`config.mk`:
```
export PLATFORM = sky130hd
export DESIGN_NAME = raw_serializer
export DESIGN_NICKNAME = d
export VERILOG_FILES = /design/src/rtl/rawser_pkg.sv /design/src/rtl/rawser_ctrl.sv /design/src/rtl/rawser_datapath.sv /design/src/rtl/raw_serializer.sv
export SDC_FILE = /design/constraint.sdc
export NUM_CORES = 1
export LEC_CHECK = 0
export CELL_PAD_IN_SITES_DETAIL_PLACEMENT = 1
export CELL_PAD_IN_SITES_GLOBAL_PLACEMENT = 1
export CORE_MARGIN = 10
export CORE_UTILIZATION = 52
export CTS_CLUSTER_DIAMETER = 50
export DETAILED_ROUTE_END_ITERATION = 8
export DONT_BUFFER_PORTS = 1
export PLACE_DENSITY = 0.84
export SYNTH_ARGS = -nofsm -noshare
export SYNTH_HDL_FRONTEND = slang
export SYNTH_SLANG_ARGS = --single-unit
```
`constraint.sdc`:
```
create_clock -name clk -period 26.3 [get_ports clk]
set_input_delay 3.945 -clock clk [delete_from_list [all_inputs] [get_ports clk]]
set_output_delay 3.945 -clock clk [all_outputs]
set_load 0.1 [all_outputs]
```
`src/rtl/rawser_pkg.sv`:
```
package rawser_pkg;
  // Slot index carried to the datapath. It is wide enough for any power-of-two channel count up to 256.
  localparam int SLOT_W = 8;

  typedef struct packed {
    logic              loadHold;   // capture samples at this edge
    logic              sendSync;   // current period is a sync period
    logic              splitSel;   // current period uses split mode
    logic              upperHalf;  // split mode: upper half-sample slot
    logic              clkLevel;   // derived sampling clock level
    logic [SLOT_W-1:0] slot;       // position within the period
  } rawser_ctl_t;
endpackage

```
`src/rtl/rawser_ctrl.sv`:
```
module rawser_ctrl
  import rawser_pkg::*;
#(
  parameter int NUM_CH = 32
) (
  input  logic        clk,
  input  logic        rst_n,
  input  logic        splitMode_i,
  input  logic        restart_i,
  output rawser_ctl_t ctl_o
);
  localparam int CNT_W = $clog2(NUM_CH);
  localparam logic [CNT_W-1:0] LAST_SLOT = CNT_W'(NUM_CH - 1);

  logic [CNT_W-1:0] slotCnt;
  logic             syncActive;
  logic             restartPend;
  logic             splitLatched;
  logic             atBoundary;

  assign atBoundary = (slotCnt == LAST_SLOT);

  // Free-running position counter; the period length is a power of two.
  always_ff @(posedge clk) begin
    if (!rst_n) slotCnt <= '0;
    else        slotCnt <= slotCnt + 1'b1;
  end

  // Period-level state changes only at the boundary edge.
  always_ff @(posedge clk) begin
    if (!rst_n) begin
      syncActive   <= 1'b1;
      restartPend  <= 1'b0;
      splitLatched <= 1'b0;
    end else if (atBoundary) begin
      syncActive   <= restartPend | restart_i;
      restartPend  <= 1'b0;
      splitLatched <= splitMode_i;
    end else if (restart_i) begin
      restartPend  <= 1'b1;
    end
  end

  always_comb begin
    ctl_o.loadHold  = atBoundary;
    ctl_o.sendSync  = syncActive;
    ctl_o.splitSel  = splitLatched;
    ctl_o.upperHalf = slotCnt[0];
    ctl_o.clkLevel  = ~slotCnt[CNT_W-1];
    ctl_o.slot      = SLOT_W'(slotCnt);
  end
endmodule

```
`src/rtl/rawser_datapath.sv`:
```
module rawser_datapath
  import rawser_pkg::*;
#(
  parameter int NUM_CH   = 32,
  parameter int SAMPLE_W = 10
) (
  input  logic                         clk,
  input  logic                         rst_n,
  input  logic [NUM_CH*SAMPLE_W-1:0]   samples_i,
  input  rawser_ctl_t                  ctl_i,
  output logic [SAMPLE_W-1:0]          dataLinks_o
);
  localparam int CNT_W  = $clog2(NUM_CH);
  localparam int HALF_W = SAMPLE_W / 2;

  logic [SAMPLE_W-1:0] holdReg [NUM_CH];
  logic [SAMPLE_W-1:0] syncWord;
  logic [SAMPLE_W-1:0] normalWord;
  logic [SAMPLE_W-1:0] splitWord;
  logic [SAMPLE_W-1:0] loWord;
  logic [SAMPLE_W-1:0] hiWord;
  logic [CNT_W-2:0]    pairIdx;

  // Holding register: one capture per period.
  always_ff @(posedge clk) begin
    if (!rst_n) begin
      for (int ch = 0; ch < NUM_CH; ch++) holdReg[ch] <= '0;
    end else if (ctl_i.loadHold) begin
      for (int ch = 0; ch < NUM_CH; ch++)
        holdReg[ch] <= samples_i[ch*SAMPLE_W +: SAMPLE_W];
    end
  end

  // Sync pattern: each link follows one counter bit, and the upper group is inverted.
  for (genvar j = 0; j < SAMPLE_W; j++) begin : g_sync
    localparam logic INV = (j >= HALF_W);
    assign syncWord[j] = ctl_i.slot[j % CNT_W] ^ INV;
  end

  assign normalWord = holdReg[ctl_i.slot[CNT_W-1:0]];
  assign pairIdx    = ctl_i.slot[CNT_W-1:1];
  assign loWord     = holdReg[{1'b0, pairIdx}];
  assign hiWord     = holdReg[{1'b1, pairIdx}];

  for (genvar j = 0; j < HALF_W; j++) begin : g_split
    assign splitWord[j]          = ctl_i.upperHalf ? loWord[j + HALF_W] : loWord[j];
    assign splitWord[j + HALF_W] = ctl_i.upperHalf ? hiWord[j + HALF_W] : hiWord[j];
  end

  always_comb begin
    if (ctl_i.sendSync)      dataLinks_o = syncWord;
    else if (ctl_i.splitSel) dataLinks_o = splitWord;
    else                     dataLinks_o = normalWord;
  end
endmodule

```
`src/rtl/raw_serializer.sv`:
```
module raw_serializer
  import rawser_pkg::*;
#(
  parameter int NUM_CH   = 32,
  parameter int SAMPLE_W = 10
) (
  input  logic                       clk,
  input  logic                       rst_n,
  input  logic [NUM_CH*SAMPLE_W-1:0] samples_i,
  input  logic                       splitMode_i,
  input  logic                       restart_i,
  output logic [SAMPLE_W:0]          links_o,
  output logic                       sampleStrobe_o
);
  rawser_ctl_t         strobes;
  logic [SAMPLE_W-1:0] dataLinks;

  rawser_ctrl #(.NUM_CH(NUM_CH)) u_ctrl (
    .clk        (clk),
    .rst_n      (rst_n),
    .splitMode_i(splitMode_i),
    .restart_i  (restart_i),
    .ctl_o      (strobes)
  );

  rawser_datapath #(.NUM_CH(NUM_CH), .SAMPLE_W(SAMPLE_W)) u_dp (
    .clk        (clk),
    .rst_n      (rst_n),
    .samples_i  (samples_i),
    .ctl_i      (strobes),
    .dataLinks_o(dataLinks)
  );

  assign links_o        = {strobes.clkLevel, dataLinks};
  assign sampleStrobe_o = strobes.loadHold;
endmodule

```
==> Word-level counts from Yosys, hierarchy flattened <==
Memories as Yosys holds them, arrays and structs flattened. A register that Yosys moved wholly into a read port is not among the register bits.
Cells that the tools add are included.
{ "classes": {"bitwise": 39, "muxes": 51, "reduce_logical": 1, "n_addsub": 1, "n_eq_ne": 1} }
{ "ops": {"columns": ["op", "n"], "rows": [
  ["10-bit 2-to-1 mux", 34],
  ["1-bit OR", 33],
  ["5-bit 2-to-1 mux", 3],
  ["1-bit 2-to-1 mux", 14],
  ["1-bit inverter", 6],
  ["5-bit by 1-bit adder with 5-bit output, second input constant", 1],
  ["5-bit equality test, second input constant", 1],
  ["2-bit OR reduction", 1]
]} }
{ "word_totals": {"in_bits": 324, "n_memories": 1, "register_bits": 8, "elab_cells": 98, "mem_bits_rw": 320, "out_inout_bits": 12} }
{ "memory_table": {"columns": ["memory", "words", "word_bits", "rd", "rd_clocked_by_memory_dff", "wr", "line", "rtl"], "rows": [
  ["u_dp.holdReg", 32, 10, 3, 3, 32, "rawser_datapath.sv:16", "logic [SAMPLE_W-1:0] holdReg [NUM_CH];"]
]} }

==> Depth between registers and ports, before layout <==
{ "depth": {"depth_word": 5, "mapped_depth": 10, "depth_no_buf": 6} }

==> Hierarchy <==
Synthesis repeated with hierarchy kept, for this count alone.
{ "unflattened": {"hier_cells": 1124, "area_unflattened_um2": 17554.3} }
{ "modules_own_cells": {"columns": ["module", "cells_per_inst", "seq_area_each_um2", "area_each_um2", "instances"], "rows": [
  ["rawser_datapath", 1087, 9609.2, 17187.7, 1],
  ["rawser_ctrl", 37, 160.2, 366.6, 1]
]} }

==> Worst setup path after synthesis <==
Ideal clock, no wire load.
{ "synth_path": {"kind": "input port to flip-flop", "startpoint": "input port rst_n", "endpoint": "memory u_dp.holdReg[0][0] (enable)", "setup_slack_ns": 14.150, "setup_time_ns": 0.741, "t_required_ns": 25.559, "path_buffers": 1, "cell_stages": 2, "t_arrival_ns": 11.409, "path_cell_list": "clkbuf_1 -> nand2b_1"} }
{ "synth_rtl": {"columns": ["element", "line", "rtl"], "rows": [
  ["start: declaration", "raw_serializer.sv:8", "input logic rst_n,"],
  ["end: declaration", "rawser_datapath.sv:16", null]
]} }

==> Worst setup path after layout <==
{ "layout_path": {"startpoint": "register u_ctrl.slotCnt[0]", "endpoint": "output port links_o[6]"} }
{ "layout_via": {"elab_chain_len": 3} }
{ "layout_rtl": {"columns": ["element", "line", "rtl"], "rows": [
  ["start: declaration", "rawser_ctrl.sv:15", "logic [CNT_W-1:0] slotCnt;"],
  ["start signal: assignment", "rawser_ctrl.sv:26", "else slotCnt <= slotCnt + 1'b1;"],
  ["1-bit 2-to-1 mux", "rawser_datapath.sv:47", "assign splitWord[j + HALF_W] = ctl_i.upperHalf ? hiWord[j + HALF_W] : hiWord[j];"],
  ["10-bit 2-to-1 mux", "rawser_datapath.sv:52", "else if (ctl_i.splitSel) dataLinks_o = splitWord;"],
  ["10-bit 2-to-1 mux", "rawser_datapath.sv:51", "if (ctl_i.sendSync) dataLinks_o = syncWord;"],
  ["end: declaration", "raw_serializer.sv:12", "output logic [SAMPLE_W:0] links_o,"]
]} }
No other way between the ends.

==> summary.json <==
{
  "initial_antenna_violation_count": 18,
  "floorplan.die.height_um": 204,
  "whs_ns": 0.592,
  "clock_tree_from_tritoncts": "done",
  "period_share": 0.321,
  "cts_setup_buffers": 0,
  "synth.avg_cell_area_um2": 14.2,
  "edff_count_synth": 320,
  "cts_buffer_depth": 3,
  "setup.worst_path.class": "reg -> out",
  "io_pins": 336,
  "grt_start_max_net_pins": 329,
  "worst_clock_skew_ns": 0.0242,
  "die-width_um": 204,
  "drt-total-wl_um": 56800,
  "required_time_at_the_endpoint_of_the_critical_path_ns": 22.35,
  "yosys_warnings": 0,
  "timing.critical_path.from_type": "register",
  "syn_inst": 1241,
  "grt_util_all_layers": 0.266,
  "cts_root_buf": "sky130_fd_sc_hd__clkbuf_16",
  "highest_cell_delay_on_the_worst_timing_path_ns": 0.95,
  "fp-row-count": 67,
  "place_congestion": 1.01,
  "max_slew.worst_pin.slew_ns": 1.16,
  "detail-route-antenna-nets": 0,
  "max_vdd_drop_mv": 0.0566,
  "critPathMaxFanout": 65,
  "count_of_cell_types_in_the_netlist": 52,
  "max_freq_ghz": 0.118,
  "setup_tns_ns": 0,
  "synth-seq-area-share": 0.553,
  "setup_viol": 0,
  "sum_of_overflow_across_all_layers_after_global_routing": 0,
  "tritoncts.num_buffers": 37,
  "clk_pin_slew_ns": 0.06,
  "initial_utilization": 0.527,
  "end_kind": "primary output",
  "via_per_inst": 6.73,
  "cellPowerDensity_mw_per_mm2": 66.8,
  "final_net_count": 1501,
  "dp_hpwl_um": 41200,
  "rsz0062_at_grt": "no",
  "worstSkewPairLatency_ns": 0.56,
  "worst_ep_arrival_time_ns": 4.50,
  "slew_viol_final": 0,
  "timing.critical_path.buf_inv": 1,
  "path_cells": "buf_4 > mux4_2 > o22ai_1 > nand2_1 > nand4_1 > nand3_1",
  "ys_dominant_reg_cell": "sky130_fd_sc_hd__edfxtp_1",
  "syn_to_final_growth_pct": 8.04,
  "synthesis.nets": 1567,
  "seq_cells_post_synth": 328,
  "final_layout_size_suffix_gt1_frac": 0.213,
  "finalCriticalPeriod_ns": 8.44,
  "postCtsResizedCells": 0,
  "route.vias.total": 11200,
  "total_clock_sinks": 328,
  "violation_count_after_the_first_detailed_routing_iteration": 1261,
  "cts_max_level": 2,
  "ctsHoldBuffers": 0,
  "timing.slew.headroom": 0.228,
  "cap_violations": 0,
  "dpl_worst_slack_ns": 18.47,
  "worst_slack_ns": 17.86,
  "cpMaxStageDelayCell": "sky130_fd_sc_hd__buf_4",
  "vias_in_the_first_global_route": 11600,
  "grt_pass1_wl_um": 81300,
  "cellLeakagePower_nw": 6.92,
  "synthArstFlopShare": 0,
  "first_pass_iteration_count_of_the_detailed_router": 5,
  "die_area_mm2": 0.0418,
  "synth_area_mm2": 0.0177,
  "result_of_the_run": "finished clean",
  "io_buffer_count": 0,
  "post_drt_wl_per_cell_um": 34.0,
  "drc_viols": 0,
  "floorplan.core_area_mm2": 0.0335,
  "timing.critical_path.max_delay_family": "simple AND/OR/NAND/NOR gates",
  "report.final.hold_viol_count": 0,
  "hold_path_class": "reg -> reg"
}
## report_power, final
group	total [W]	internal [W]	switching, W
Clock	0.000513	0.000295	0.000218
Combinational	0.000134	0.0000624	0.0000719
Sequential	0.000628	0.000604	0.0000237
Total	0.00127	0.000961	0.000313
## final timing paths
check / endpoint / start / slack, ns / depth (start not counted)
setup / recovery: links_o[6] / u_ctrl.slotCnt[0]$_SDFF_PN0_ / 17.86 / 6
setup reg to reg: u_dp.holdReg[13][9]$_SDFFCE_PN0P_ / u_ctrl.slotCnt[2]$_SDFF_PN0_ / 20.96 / 6
hold reg to reg: u_ctrl.restartPend$_SDFFE_PP0P_ / u_ctrl.restartPend$_SDFFE_PP0P_ / 0.59 / 2
hold / removal: u_ctrl.restartPend$_SDFFE_PP0P_ / u_ctrl.restartPend$_SDFFE_PP0P_ / 0.59 / 2
## synth_stat cells (13+ instances only)
library cell / n / area (um^2)
sky130_fd_sc_hd__edfxtp_1: 320 / 9610
sky130_fd_sc_hd__and3_1: 182 / 1140
sky130_fd_sc_hd__and2_1: 146 / 913
sky130_fd_sc_hd__mux4_2: 117 / 2640
sky130_fd_sc_hd__clkbuf_1: 69 / 259
sky130_fd_sc_hd__o22ai_1: 43 / 269
sky130_fd_sc_hd__mux2_2: 42 / 473
sky130_fd_sc_hd__nand2_1: 37 / 139
sky130_fd_sc_hd__mux2i_1: 32 / 320
sky130_fd_sc_hd__buf_2: 25 / 125
sky130_fd_sc_hd__nor2_1: 23 / 86.3
sky130_fd_sc_hd__buf_4: 19 / 143
sky130_fd_sc_hd__o21ai_0: 16 / 80.1
sky130_fd_sc_hd__nand3_1: 15 / 75.1
sky130_fd_sc_hd__nand2b_1: 14 / 87.6
sky130_fd_sc_hd__nor3_1: 13 / 65.1
## cell families after synthesis
family | Yosys count | share of synthesized area
simple gates | 463 | 0.154
flops | 328 | 0.553
mux | 201 | 0.209
buf+inv | 126 | 0.0365
compound gates | 119 | 0.0450
xor+xnor | 2 | 0.000991
fa+ha+maj | 2 | 0.00142
## final cells by class
type	count	area, um^2
diodes	15	37.5
clock buffers	42	955
repair buffers	19	183
multi-input cells	787	7320
fillers	3133	14400
flip-flops and latches	328	9780
inverters	2	7.51
clock inverters	26	241
well taps	448	561
## cells in the final DEF, fill, tap and decap left out, drive strengths merged, types with 3 or more instances in the layout
master	n
nand4	8
nor3	13
nand3	15
nor4	3
or2	3
mux2i	32
diode	15
a211oi	7
and2	146
a22oi	10
a221oi	3
nand2b	14
and3	182
o21ai	16
mux4	127
clkbuf	42
nor2	23
edfxtp	320
o22ai	43
clkinv	17
nor2b	12
a21oi	9
a2111oi	3
bufinv	3
buf	19
mux2	42
o211ai	9
a211o	4
inv	7
dfxtp	8
nand2	37
a31oi	5
## worst min-delay path, cell delays in order (launching register included)
cell and delay, ns:
sky130_fd_sc_hd__dfxtp_1 0.33, sky130_fd_sc_hd__nor2_1 0.07, sky130_fd_sc_hd__nor2_1 0.14
## sequential cells by signal, indices dropped and copies added, names as in the netlist
signal / flops
u_ctrl.slotCnt: 5
u_dp.holdReg: 320
u_ctrl.restartPend: 1
u_ctrl.splitLatched: 1
u_ctrl.syncActive: 1
## per-stage QoR
| stage | instance area, um^2 | power [W] | std cells | util |
|---|---|---|---|---|
| after detailed placement | 17900 | 0.000771 | 1584 | 0.533 |
| after CTS | 19100 | 0.00128 | 1652 | 0.568 |
| after floorplan | 17700 | 0.000741 | 1241 | - |
| final | 19100 | 0.00127 | 1667 | 0.569 |
| after global placement | 17900 | 0.000766 | 1584 | 0.533 |
| after global routing | 19100 | 0.00131 | 1662 | 0.569 |
## per-layer routing
metal  global-route usage  wire length [um]
met2                0.434             27900
met5                    0                26
met1                0.345             22400
met3               0.0620              4700
met4               0.0881              1720
Note: power is estimated with default switching activity, not from simulation.
